`config.mk`:
```
export PLATFORM = sky130hd
export DESIGN_NAME = dual_bridge_adc_reader
export DESIGN_NICKNAME = d
export VERILOG_FILES = /design/src/rtl/bridge_rd_pkg.sv /design/src/rtl/bit_sync2.sv /design/src/rtl/sclk_oneshot.sv /design/src/rtl/dual_bridge_adc_reader.sv
export SDC_FILE = /design/constraint.sdc
export NUM_CORES = 1
export LEC_CHECK = 0
export BUFFER_PORTS_ARGS = -buffer_cell sky130_fd_sc_hd__buf_2
export CORE_ASPECT_RATIO = 1.1
export CORE_MARGIN = 8
export CORE_UTILIZATION = 30
export CTS_CLUSTER_SIZE = 24
export DETAILED_ROUTE_END_ITERATION = 12
export SYNTH_ARGS = -nofsm -noshare
export SYNTH_HDL_FRONTEND = slang
export SYNTH_SLANG_ARGS = --single-unit
```
`constraint.sdc`:
```
create_clock -name clk -period 3.4 [get_ports clk]
set_input_delay 0.17 -clock clk [delete_from_list [all_inputs] [get_ports clk]]
set_output_delay 0.17 -clock clk [all_outputs]
set_load 0.01 [all_outputs]
```
`src/rtl/bridge_rd_pkg.sv`:
```
package bridge_rd_pkg;
    typedef enum logic [2:0] {
        ST_IDLE,
        ST_LAUNCH,
        ST_SHIFT,
        ST_TRAIL,
        ST_TRAIL_WAIT
    } rd_state_t;
endpackage

```
`src/rtl/bit_sync2.sv`:
```
module bit_sync2 #(
    parameter int W = 2
) (
    input  logic         clk,
    input  logic         rst,
    input  logic [W-1:0] d,
    output logic [W-1:0] q
);
    logic [W-1:0] meta_q;
    logic [W-1:0] sync_q;

    // Reset to all ones: a converter is treated as not ready.
    always_ff @(posedge clk) begin
        if (rst) begin
            meta_q <= '1;
            sync_q <= '1;
        end else begin
            meta_q <= d;
            sync_q <= meta_q;
        end
    end

    assign q = sync_q;
endmodule

```
`src/rtl/sclk_oneshot.sv`:
```
module sclk_oneshot #(
    parameter int PULSE_CYC = 200
) (
    input  logic clk,
    input  logic rst,
    input  logic fire,
    output logic sclk,
    output logic done
);
    localparam int HIGH_CYC = (PULSE_CYC + 1) / 2;
    localparam int CNT_W    = (PULSE_CYC > 2) ? $clog2(PULSE_CYC) : 1;
    localparam logic [CNT_W-1:0] LAST_CNT = CNT_W'(PULSE_CYC - 1);
    localparam logic [CNT_W-1:0] HI_LIM   = CNT_W'(HIGH_CYC);

    logic             busy;
    logic [CNT_W-1:0] cnt;

    always_ff @(posedge clk) begin
        if (rst) begin
            busy <= 1'b0;
            cnt  <= '0;
        end else if (fire && !busy) begin
            busy <= 1'b1;
            cnt  <= '0;
        end else if (busy) begin
            if (cnt == LAST_CNT) begin
                busy <= 1'b0;
                cnt  <= '0;
            end else begin
                cnt <= cnt + 1'b1;
            end
        end
    end

    assign sclk = busy && (cnt < HI_LIM);
    assign done = busy && (cnt == LAST_CNT);


    no_refire_chk: assert property (@(posedge clk) disable iff (rst)
        fire |-> !busy);

    done_ends_pulse_chk: assert property (@(posedge clk) disable iff (rst)
        done |=> !sclk);
endmodule

```
`src/rtl/dual_bridge_adc_reader.sv`:
```
module dual_bridge_adc_reader
    import bridge_rd_pkg::*;
#(
    parameter int DATA_W    = 24,
    parameter int OUT_W     = 32,
    parameter int PULSE_CYC = 200
) (
    input  logic             clk,
    input  logic             rst,
    input  logic             dout_a,
    input  logic             dout_b,
    output logic             sclk,
    output logic             sample_valid,
    output logic [OUT_W-1:0] result_a,
    output logic [OUT_W-1:0] result_b
);
    localparam int BC_W = $clog2(DATA_W);
    localparam logic [BC_W-1:0] LAST_BIT = BC_W'(DATA_W - 1);
    localparam int EXT_W = OUT_W - DATA_W;

    rd_state_t         state, state_nx;
    logic [1:0]        din_s;
    logic              rdy_both;
    logic              fire;
    logic              pulse_done;
    logic [BC_W-1:0]   bit_cnt;
    logic [DATA_W-1:0] acc_a, acc_b;

    bit_sync2 #(.W(2)) u_sync (
        .clk (clk),
        .rst (rst),
        .d   ({dout_b, dout_a}),
        .q   (din_s)
    );

    sclk_oneshot #(.PULSE_CYC(PULSE_CYC)) u_pulse (
        .clk  (clk),
        .rst  (rst),
        .fire (fire),
        .sclk (sclk),
        .done (pulse_done)
    );

    assign rdy_both = (din_s == 2'b00);

    // State register
    always_ff @(posedge clk) begin
        if (rst) state <= ST_IDLE;
        else     state <= state_nx;
    end

    // Next state
    always_comb begin
        state_nx = state;
        unique case (state)
            ST_IDLE:       if (rdy_both) state_nx = ST_LAUNCH;
            ST_LAUNCH:     state_nx = ST_SHIFT;
            ST_SHIFT:      if (pulse_done)
                               state_nx = (bit_cnt == LAST_BIT) ? ST_TRAIL : ST_LAUNCH;
            ST_TRAIL:      state_nx = ST_TRAIL_WAIT;
            ST_TRAIL_WAIT: if (pulse_done) state_nx = ST_IDLE;
            default:       state_nx = ST_IDLE;
        endcase
    end

    // Outputs from state
    always_comb begin
        fire = 1'b0;
        unique case (state)
            ST_LAUNCH, ST_TRAIL: fire = 1'b1;
            default:             fire = 1'b0;
        endcase
    end

    // Datapath
    always_ff @(posedge clk) begin
        if (rst) begin
            bit_cnt      <= '0;
            acc_a        <= '0;
            acc_b        <= '0;
            result_a     <= '0;
            result_b     <= '0;
            sample_valid <= 1'b0;
        end else begin
            sample_valid <= 1'b0;
            if (state == ST_IDLE && rdy_both) begin
                bit_cnt <= '0;
                acc_a   <= '0;
                acc_b   <= '0;
            end
            if (state == ST_SHIFT && pulse_done) begin
                acc_a   <= {acc_a[DATA_W-2:0], din_s[0]};
                acc_b   <= {acc_b[DATA_W-2:0], din_s[1]};
                bit_cnt <= bit_cnt + 1'b1;
            end
            if (state == ST_TRAIL_WAIT && pulse_done) begin
                result_a     <= {{EXT_W{acc_a[DATA_W-1]}}, acc_a};
                result_b     <= {{EXT_W{acc_b[DATA_W-1]}}, acc_b};
                sample_valid <= 1'b1;
            end
        end
    end


    idle_sclk_low_chk: assert property (@(posedge clk) disable iff (rst)
        (state == ST_IDLE) |-> !sclk);

    valid_single_chk: assert property (@(posedge clk) disable iff (rst)
        sample_valid |=> !sample_valid);

    valid_after_tail_chk: assert property (@(posedge clk) disable iff (rst)
        sample_valid |-> ($past(state) == ST_TRAIL_WAIT));

    bit_cnt_range_chk: assert property (@(posedge clk) disable iff (rst)
        (state == ST_SHIFT) |-> (bit_cnt <= LAST_BIT));

    start_needs_ready_chk: assert property (@(posedge clk) disable iff (rst)
        ($past(state) == ST_IDLE && state == ST_LAUNCH) |-> ($past(din_s) == 2'b00));
endmodule

```
# Yosys cells after proc, flatten, opt, wreduce, memory -nomap -nowiden
# Index checks and enable logic that the tools add are counted.
# W data, S select, Z words.
dict set report word_totals {
  ff_bits 118
  input_bits 4
  output_inout_bits 66
  wordCells 52
}
dict set report op_classes {
  addsub 2
  magnitude_cmp 1
  eq_ne 9
  n_mux 16
  reduce_logical 13
}
# cell count
set ops {}
lappend ops {{$mux W24} 3}
lappend ops {{$pmux W3 S5} 1}
lappend ops {{$mux W5} 2}
lappend ops {{$mux W3} 3}
lappend ops {{$add A8 B1 Y8 const B} 1}
lappend ops {{$eq A8 B8 Y1 const B} 1}
lappend ops {{$lt A8 B7 Y1 const B} 1}
lappend ops {{$mux W8} 1}
lappend ops {{$eq A3 B2 Y1 const B} 2}
lappend ops {{$logic_and A1 B1 Y1} 6}
lappend ops {{$ne A2 B2 Y1 const B} 3}
lappend ops {{$add A5 B1 Y5 const B} 1}
lappend ops {{$eq A5 B5 Y1 const B} 1}
lappend ops {{$mux W1} 5}
lappend ops {{$reduce_or A2 Y1} 2}
lappend ops {{$eq A3 B1 Y1 const B} 1}
lappend ops {{$eq A3 B3 Y1 const B} 1}
lappend ops {{$logic_not A3 Y1} 1}
lappend ops {{$reduce_and A3 Y1} 1}
lappend ops {{$logic_not A2 Y1} 1}
lappend ops {{$mux W2} 1}
lappend ops {{$reduce_bool A2 Y1} 1}
lappend ops {{$logic_not A1 Y1} 1}

# Depth between registers and ports, before layout
# Gate-level depths: netlist of the first run.
dict set report logic_depth {
  word_depth 5
  ltp_mapped 7
  mapped_depth_nobuf 5
}

# Hierarchy
# A second synthesis of the first run with hierarchy kept.
dict set report hier_totals {
  hier_cells 442
  hier_area_um2 4312.9
}
# module n_inst cells_per_inst area_per_inst_um2 seq_area_each_um2
set by_module_without_submodules {}
lappend by_module_without_submodules {dual_bridge_adc_reader 1 382 3737.3 2102.0}
lappend by_module_without_submodules {sclk_oneshot 1 52 470.5 180.2}
lappend by_module_without_submodules {bit_sync2 1 8 105.1 80.1}

# Least setup slack after synthesis of the first run
# Ideal clock, no wire load.
dict set report synth_timing {
  path_type {register to register}
  startpoint {reg u_pulse.cnt[0]}
  endpoint {reg acc_a[0]}
  setup_time_ns 0.117
  t_arrival_ns 1.548
  t_required_ns 3.283
  setup_slack_ns 1.735
  stages_incl_launch_ff 7
  path_cell_list {dfxtp_1 > ha_1 > and4bb_4 > and4b_1 > nor3_4 > buf_6 > a22o_1}
}
dict set report synth_between {
  elab_chain_cells 4
  word_cells_on_any_way 5
  cone_classes {eq/ne (1); mux (1); reduce/logical (3)}
}
# element line
set synth_rtl {}
lappend synth_rtl {{start: declaration} sclk_oneshot.sv:16} ;# logic [CNT_W-1:0] cnt;
lappend synth_rtl {{start signal: assignment} sclk_oneshot.sv:30} ;# cnt <= cnt + 1'b1;
lappend synth_rtl {{$eq A8 B8 Y1 *} sclk_oneshot.sv:36} ;# assign done = busy && (cnt == LAST_CNT);
lappend synth_rtl {{$logic_and A1 B1 Y1 *} sclk_oneshot.sv:36}
lappend synth_rtl {{$logic_and A1 B1 Y1 *} dual_bridge_adc_reader.sv:91} ;# if (state == ST_SHIFT && pulse_done) begin
lappend synth_rtl {{$mux W24 / $reduce_bool A2 Y1 (equally long branches)} n/a}
lappend synth_rtl {{end signal: assignment} dual_bridge_adc_reader.sv:92} ;# acc_a <= {acc_a[DATA_W-2:0], din_s[0]};
lappend synth_rtl {{end: declaration} dual_bridge_adc_reader.sv:27} ;# logic [DATA_W-1:0] acc_a, acc_b;
# Every way passes the cells marked *; elsewhere a longest branch is shown, timed or not.
# A chain may end at the register's enable or synchronous reset.

# Worst setup path after layout of the first run
dict set report layout_timing {
  startpoint {reg u_pulse.cnt[0]}
  endpoint {reg result_b[0]}
}
dict set report layout_between {
  elab_chain_cells 3
}
# element line
set layout_rtl {}
lappend layout_rtl {{$eq A8 B8 Y1} sclk_oneshot.sv:36}
lappend layout_rtl {{$logic_and A1 B1 Y1} sclk_oneshot.sv:36}
lappend layout_rtl {{$logic_and A1 B1 Y1} dual_bridge_adc_reader.sv:96} ;# if (state == ST_TRAIL_WAIT && pulse_done) begin
lappend layout_rtl {{end signal: assignment} dual_bridge_adc_reader.sv:98} ;# result_b <= {{EXT_W{acc_b[DATA_W-1]}}, acc_b};
lappend layout_rtl {{end: declaration} dual_bridge_adc_reader.sv:15} ;# output logic [OUT_W-1:0] result_b
# Every way passes these cells.

==> results of run 1 <==
-- synth_stat cells (2+ instances only) --
master    count
and3_1        3
buf_6        11
nor2b_1       2
buf_4        20
xnor2_1       2
nor2_1       15
a21o_1        3
nor3_1        2
clkbuf_1      9
xor2_1        4
a22o_1       49
nand2b_1      4
inv_1         3
dfxtp_1     118
or2_2         5
nand3_1       4
a21oi_1      52
ha_1          2
nand2_1     101
buf_2         4
a22oi_1       2
nand4_1       3
-- power groups by stage --
stage               sequential (mW)  clock, mW  combinational [mW]
floorplan                      1.42          0              0.0310
global placement               1.42          0              0.0330
detailed placement             1.42          0              0.0341
CTS                            1.39       1.90              0.0359
global route                   1.39       1.96              0.0394
finish                         1.39       1.87              0.0354
-- path summary, 6_finish.rpt --
kind                                  startpoint          end  slack (ps)
worst min-delay path                         rst     state[2]         320
worst max-delay path              u_pulse.cnt[0]  result_b[0]        1270
worst min register to register  u_sync.meta_q[1]  u_sync.q[1]         410
worst max register to register    u_pulse.cnt[0]  result_b[0]        1270
-- layer usage --
metal | global-route usage | up-vias
li1 | - | 1592
met2 | 0.157 | 80
met3 | 0.0409 | 13
met5 | 0 | -
met1 | 0.113 | 1498
met4 | 0.0441 | 0
-- sequential cells by signal (all words and copies together) (netlist names) --
register       count
result_a          24
u_sync.q           2
u_pulse.busy       1
result_b          24
acc_a             24
u_pulse.cnt        8
sample_valid       1
acc_b             24
u_sync.meta_q      2
bit_cnt            5
state              3
-- final cells by class --
| cell class | count | area, sq um |
|---|---|---|
| fill | 1447 | 8990 |
| clock buffer | 23 | 478 |
| multi-input combinational | 272 | 1590 |
| timing repair buffer | 76 | 403 |
| clock inverter | 8 | 146 |
| sequential | 118 | 2360 |
| tap | 192 | 240 |
| inverter | 3 | 11.3 |
-- stage by stage --
stage                     hold slack (ps)  worst slack, ps   util  cell area, sq um  cells
after floorplan                       274             1740      -              4280    437
after global placement                360             1350  0.323              4590    659
after detailed placement              359             1270  0.323              4590    659
after CTS                             312             1260  0.368              5230    692
after global routing                  362             1060  0.368              5230    692
final                                 324             1270  0.368              5230    692
-- cell families after synthesis --
kind of cell    after synthesis
simple gates                151
mux                           1
compound gates              112
xor+xnor                      6
fa+ha+maj                     2
flops                       118
buf+inv                      47
-- timing repair --
item	CTS	global route
endpoints found under the hold margin	2	0
hold buffers	2	0
setup endpoints to repair	0	0
==> flow_summary.yaml, run 1 <==
power:
  p_leak_nw: 2.14
  power_switching_share: 0.188
  total_power_mw: 3.30
  combPwrFrac: 0.011
  clkPwrFrac: 0.568
  ir_worst_vdd_mv: 0.336
  power_density_mw_per_mm2: 630
  internal_power_mw: 2.67
  seqPwrFrac: 0.421
  p_sw_uw: 620
final_layout:
  nNetsFinal: 494
  final_common_cell: "dfxtp_1"
  area_delta_synth_final_pct: 22.1
  layout-drive-gt1-share: 0.232
  mostFrequentLayoutCells: "dfxtp_1 (118), nand2_1 (101), buf_2 (69)"
  antenna_cells: 0
die:
  row_count: 46
  die_area_sq_mm: 0.0184
  die_width_microns: 130
  initial_core_util: 0.301
  die_h_microns: 141
  core_sq_mm: 0.0142
  io-pin-count: 70
synthesis:
  syn_area_sq_mm: 0.00428
  seq_area_frac_synth: 0.551
  syn-instance-count: 437
  ys_ff_latch: 118
  synth_edf_count: 0
  synth_ff_type: "dfxtp_1"
  synth_top_family_by_area: "compound AO/OA/AOI/OAI gates"
  synth_fa_ha_area_frac: 0.00584
  synth.top_cell.area_share: 0.551
  yosys_warnings: 0
  avgSynthCellArea_sq_um: 9.80
  synth_area_leaders: "dfxtp_1 (55%), a22o_1 (10%), nand2_1 (8.8%), a21oi_1 (6.1%), buf_4 (3.5%)"
  synth_fp_nets: 443
  synthMuxAreaShare: 0.00263
  synthArstFlopShare: 0
  synth_simple_gate_area_share: 0.167
  synth_cell_types: 41
  synth_compound_area_frac: 0.181
  synth_top_area_cell: "dfxtp_1"
  synth_xor_area_frac: 0.0123
route:
  route.met3.wl_microns: 636
  drt-total-wl_microns: 8970
  wl_met1_microns: 4090
  drc: 0
  via_per_inst: 4.60
  avgRoutedWirePerCell_microns: 13.0
  drt_iter0_markers: 163
  drt_first_pass_iters: 4
  ant_nets: 0
  highest_layer: "met4"
  wl_met2_microns: 4130
  via_count: 3183
setup_path:
  slowest_stage: "nand3_2"
  crit_type: "flip-flop to flip-flop"
  crit_path_start_kind: "flip-flop"
  required_ps: 3650
  crit_family: "simple AND/OR/NAND/NOR gates"
  cp_cell_sequence: "ha_1 -> and4bb_4 -> nand3_2 -> buf_4 -> nand2_1 -> a21oi_1"
  critPathMaxStageDelay_ps: 450
  r2r_cells: 6
  critPathBufInv: 1
  cp-end-kind: "flip-flop"
  crit_cells: 6
  cp_data_arrival_time_ps: 2380
  cp_max_fo: 25
sta:
  timing.fmax_mhz: 470
  tns_ps: 0
  timing.final.crit_share: 0.626
  setup_viol: 0
  hold_viol_final: 0
  rsz0062_at_grt: "no"
  relSlewSlack: 0.449
  period_minus_slack_ps: 2130
  slew_viol_final: 0
  fin_worst_skew_ps: 7.46
  worst_pin_slew_ps: 827
hold_path:
  hp-class: "input port to flip-flop"
  worst_hold_path.num_cells: 2
global_routing:
  gr-usage-all-layers: 0.0985
  grt-ovfl-total: 0
  grt_pass1_vias: 3036
  grt_pass1_wl_microns: 14400
  grt_max_degree: 51
  antenna_found_initial: 0
cts:
  cts_setup_buffers: 0
  clockBufferDepth: 2
  path_clk_slew_ps: 50
  cts_tree: "done"
  cts_sinks: 118
  cts_buffers: 17
  cts-root-buf: "clkbuf_16"
  cts.htree.levels: 4
  clkLatencyLatePin_ps: 400
  postCtsResizedCells: 0
job:
  drv_cap: 0
placement:
  place.gp.congestion: 0.699
  dp_hpwl_microns: 6010
  io_buffers: 69
status:
  status: "complete, no violations"
Note: power is estimated with default switching activity, not from simulation.
==> run 2, diff against run 1 <==
==> constraint.sdc (replaced) <==
create_clock -name clk -period 1.79 [get_ports clk]
set_input_delay 0.0895 -clock clk [delete_from_list [all_inputs] [get_ports clk]]
set_output_delay 0.0895 -clock clk [all_outputs]
set_load 0.01 [all_outputs]
==> run 2 against run 1 <==
Compared with the run above: core utilization is 2.0 points higher; non-clock buffer count is 25 higher; critical path type is now flip-flop to output pin; die area unchanged; routed wire length increased by 6.4%; power rose by 80%; cell area increased by 5.3%; largest power group unchanged; worst setup slack got worse by 1200 ps; register-to-register slack lost 1200 ps.
==> flow_summary.yaml, run 2 (synthesized netlist as in run 1, its figures left out) <==
final_layout:
  mostFrequentLayoutCells: "dfxtp_1 (116), nand2_1 (101), buf_2 (69)"
  antenna_cells: 0
  fin_area_sq_mm: 0.00551
  layout-drive-gt1-share: 0.278
  n_fill_cell: 1423
  stdcell_count: 717
  multi_input_area_sq_mm: 0.00161
  final_common_cell: "dfxtp_1"
  seq_area_sq_mm: 0.00236
  area_delta_synth_final_pct: 28.6
  nNetsFinal: 519
die:
  die_h_microns: 141
  io-pin-count: 70
  core_sq_mm: 0.0142
  row_count: 46
  die_area_sq_mm: 0.0184
  die_width_microns: 130
  initial_core_util: 0.301
global_routing:
  antenna_found_initial: 0
  grt-ovfl-total: 0
  grt.busiest_layer: "met2"
  grt_pass1_vias: 3307
  grt_max_degree: 51
  global_route.usage.met2: 0.168
  grt_use_met3: 0.0357
  grt_pass1_wl_microns: 14800
  gr-usage-all-layers: 0.100
  use_met1: 0.110
power:
  ir_worst_vdd_mv: 0.621
  power_density_mw_per_mm2: 1080
  p_leak_nw: 2.27
  total_power_mw: 5.95
setup_path:
  required_ps: 1700
  crit_path_start_kind: "flip-flop"
  cp_data_arrival_time_ps: 1660
  crit_type: "flip-flop to output pin"
  cp-end-kind: "output pin"
  cp_max_fo: 5
cts:
  cts.htree.levels: 4
  path_clk_slew_ps: 50
  cts_tree: "done"
  clkLatencyLatePin_ps: 400
  clockBufferDepth: 2
  cts_buffers: 17
  cts-root-buf: "clkbuf_16"
  cts_sinks: 118
route:
  drt_iter0_markers: 192
  ant_nets: 0
  via_count: 3316
  avgRoutedWirePerCell_microns: 13.3
  drt_first_pass_iters: 4
  drt-total-wl_microns: 9550
  via_per_inst: 4.62
  drc: 0
hold_path:
  hp-class: "input port to flip-flop"
job:
  drv_cap: 0
sta:
  hold_viol_final: 0
  period_minus_slack_ps: 1750
  relSlewSlack: 0.745
  holdWs_ps: 238
  timing.fmax_mhz: 570
  timing.final.crit_share: 0.980
  setup_viol: 0
  setup_slack_ps: 35.9
  fin_worst_skew_ps: 11.3
  rsz0062_at_grt: "no"
  slew_viol_final: 0
  worst_pin_slew_ps: 382
status:
  status: "complete, no violations"
placement:
  dp_hpwl_microns: 6280
  dp.cells: 674
  io_buffers: 69
  placed_area_sq_mm: 0.00476
  place_ws_ps: -58.6
  place.gp.congestion: 0.762
[run 2: changes by cell type in the layout (fill, tap and decap cells not counted), sizes merged]
cell	delta
buf	+22
clkinvlp	+2
bufinv	-2
clkinv	+1
clkbuf	+2
[run 2: worst max-delay path, cell delays in order, from the launching register on]
cell     delay, ps
dfxtp_1        320
buf_4          150
o311a_1        350
nor3_1         250
buf_2          200
[run 2: layer usage]
layer,up-vias,wire length [microns]
met2,77,4490
met1,1573,4330
met4,0,125
met5,-,0
li1,1652,-
met3,14,594
[run 2: repair_timing]
| item | CTS | global route |
|---|---|---|
| buffers inserted | 5 | 1 |
| gates resized for setup | 0 | 12 |
| pin swaps | 1 | 0 |
| endpoints found under the setup margin | 43 | 67 |
| hold buffers | 2 | 0 |
| gates cloned | 0 | 4 |
| endpoints found under the hold margin | 2 | 0 |
[run 2: worst paths after layout]
kind / startpoint / end / slack (ps) / cells past startpoint
min: rst / state[2] / 240 / 3
max reg2reg: u_pulse.cnt[0] / bit_cnt[0] / 70 / 7
max: u_pulse.cnt[2] / sclk / 40 / 4
min reg2reg: u_sync.meta_q[1] / u_sync.q[1] / 410 / 1
[run 2: where the power goes]
group | internal [mW] | switching (mW)
sequential | 2.63 | 0.00251
clock | 2.10 | 1.12
combinational | 0.0332 | 0.0538
total | 4.77 | 1.18
[run 2: layout make-up]
class,instances,area share
clock buffers,22,0.0843
flip-flops and latches,118,0.429
multi-input cells,272,0.292
inverters,3,0.00204
well taps,192,0.0436
repair buffers,101,0.130
clock inverters,9,0.0186
[run 2: per-stage QoR]
| stage | utilization | setup TNS [ps] |
|---|---|---|
| 6_report | 0.388 | 0 |
| 5_1_grt | 0.388 | 0 |
| 4_1_cts | 0.379 | 0 |
| 3_5_place_dp | 0.335 | -1730 |
| 3_3_place_gp | 0.335 | 0 |
| 2_1_floorplan | - | 0 |
==> run 3, diff against run 2 <==
--- a/config.mk
+++ b/config.mk
@@ -5,12 +5,12 @@
 export SDC_FILE = /design/constraint.sdc
 export NUM_CORES = 1
 export LEC_CHECK = 0
-export BUFFER_PORTS_ARGS = -buffer_cell sky130_fd_sc_hd__buf_2
 export CORE_ASPECT_RATIO = 1.1
 export CORE_MARGIN = 8
 export CORE_UTILIZATION = 30
 export CTS_CLUSTER_SIZE = 24
 export DETAILED_ROUTE_END_ITERATION = 12
+export DONT_BUFFER_PORTS = 1
 export SYNTH_ARGS = -nofsm -noshare
 export SYNTH_HDL_FRONTEND = slang
 export SYNTH_SLANG_ARGS = --single-unit
==> run 3 against run 2 <==
Compared with the run above: the flow now finishes with violations (negative hold slack, negative setup slack); clock power grew 2%; die area is the same; power grew 1.2%; critical path depth grew 3; final cell count shrank 9.1%; combinational power grew 13%; global-route usage is essentially flat.
==> flow_summary.yaml, run 3 (synthesized netlist as in run 1, its figures left out) <==
power:
  ir_worst_vdd_mv: 0.550
  combPwrFrac: 0.016
  p_sw_mw: 1.23
  p_leak_nw: 1.91
  power_switching_share: 0.204
  power_density_mw_per_mm2: 1150
  seqPwrFrac: 0.438
  internal_power_mw: 4.79
  clkPwrFrac: 0.546
sta:
  timing.final.crit_share: 1.00
  worst_pin_slew_ps: 312
  tns_ps: -6.31
  setup_viol: 1
  fin_worst_skew_ps: 8.50
  period_minus_slack_ps: 1800
  setup_slack_ps: -6.31
  relSlewSlack: 0.790
  rsz0062_at_grt: "yes"
  hold_viol_final: 3
  timing.fmax_mhz: 557
  holdWs_ps: -7.03
  slew_viol_final: 0
route:
  drt_first_pass_iters: 6
  drt_iter0_markers: 157
  ant_nets: 0
  avgRoutedWirePerCell_microns: 13.9
  via_count: 3013
  drc: 0
  via_per_inst: 4.62
  drt-total-wl_microns: 9070
placement:
  io_buffers: 0
  dp.cells: 600
  dp_hpwl_microns: 5650
  place.gp.congestion: 0.764
cts:
  cts.htree.levels: 4
  cts_buffers: 17
  clkLatencyLatePin_ps: 410
  path_clk_slew_ps: 60
  clockBufferDepth: 2
  cts_sinks: 118
  cts_tree: "done"
  cts-root-buf: "clkbuf_16"
hold_path:
  hp-class: "input port to flip-flop"
die:
  io-pin-count: 70
  die_width_microns: 130
  initial_core_util: 0.301
  core_sq_mm: 0.0142
  die_area_sq_mm: 0.0184
  die_h_microns: 141
  row_count: 46
final_layout:
  mostFrequentLayoutCells: "dfxtp_1 (115), nand2_1 (101), a21oi_1 (52)"
  multi_input_area_sq_mm: 0.00161
  n_fill_cell: 1440
  seq_area_sq_mm: 0.00237
  stdcell_count: 652
  final_common_cell: "dfxtp_1"
  nNetsFinal: 453
  layout-drive-gt1-share: 0.165
  area_delta_synth_final_pct: 21.9
  antenna_cells: 0
global_routing:
  grt_pass1_wl_microns: 14500
  grt_pass1_vias: 2944
  antenna_found_initial: 0
  grt_max_degree: 65
  gr-usage-all-layers: 0.101
  grt-ovfl-total: 0
setup_path:
  required_ps: 2080
  cp_max_fo: 6
  cp-end-kind: "flip-flop"
  crit_path_start_kind: "flip-flop"
  critPathBufInv: 2
  cp_cell_sequence: "ha_4 -> and4bb_4 -> and4b_2 -> nor3_4 -> buf_12 -> buf_4 -> mux2_1"
  critPathMaxStageDelay_ps: 370
  cp_data_arrival_time_ps: 2090
  crit_family: "simple AND/OR/NAND/NOR gates"
  crit_type: "flip-flop to flip-flop"
  slowest_stage: "dfxtp_4"
status:
  violations: "negative hold slack, negative setup slack"
  status: "complete, but fails checks"
job:
  drv_cap: 0
## run 3: cell types whose count changed in the layout (fill, tap and decap cells not counted), moves of 2 or more
| cell | before | now |
|---|---|---|
| dlygate4sd3_1 | 2 | 9 |
| buf_4 | 19 | 16 |
| clkbuf_1 | 3 | 1 |
| buf_2 | 69 | 0 |
## run 3: power groups by stage
| stage | sequential [mW] | clock (mW) | combinational [mW] |
|---|---|---|---|
| floorplan | 2.69 | 0 | 0.0589 |
| global placement | 2.69 | 0 | 0.0417 |
| detailed placement | 2.69 | 0 | 0.0433 |
| CTS | 2.64 | 3.37 | 0.0535 |
| global route | 2.63 | 3.51 | 0.108 |
| finish | 2.64 | 3.29 | 0.0986 |
## run 3: per-stage QoR
step           instance area, sq um  setup WS, ps  power [mW]   util
6_report                       5220         -6.31        6.02  0.367
3_5_place_dp                   4370         -16.6        2.74  0.307
5_1_grt                        5220         -28.6        6.25  0.367
2_1_floorplan                  4280           125        2.75      -
4_1_cts                        5050          3.82        6.06  0.355
3_3_place_gp                   4370          52.6        2.73  0.307
## run 3: layout make-up
cell class	instances	share of cell area
inverters	3	0.00216
repair buffers	35	0.0786
well taps	192	0.0460
clock buffers	20	0.0875
flip-flops and latches	118	0.454
multi-input cells	272	0.308
clock inverters	12	0.0244
## run 3: path summary, 6_finish.rpt
kind              cells after the start  slack, ps      endpoint            from
setup / recovery                      7         -6    bit_cnt[0]  u_pulse.cnt[0]
hold / removal                        2         -7   result_b[5]             rst
setup reg to reg                      7         -6    bit_cnt[0]  u_pulse.cnt[0]
hold reg to reg                       2        460  result_a[23]       acc_a[23]
## run 3: timing repair
item                       4_1_cts  5_1_grt
hold endpoints to repair        62       53
pin swaps                        0        8
hold buffers                     9        1
setup endpoints to repair       16       91
gates resized for setup          1       14
gates cloned                     0        3
setup buffers                    1        7
## run 3: layer usage
metal	global-route usage	share of wire
met2	0.157	0.47
met1	0.116	0.43
met5	0	0
met4	0.0367	0.015
met3	0.0514	0.082
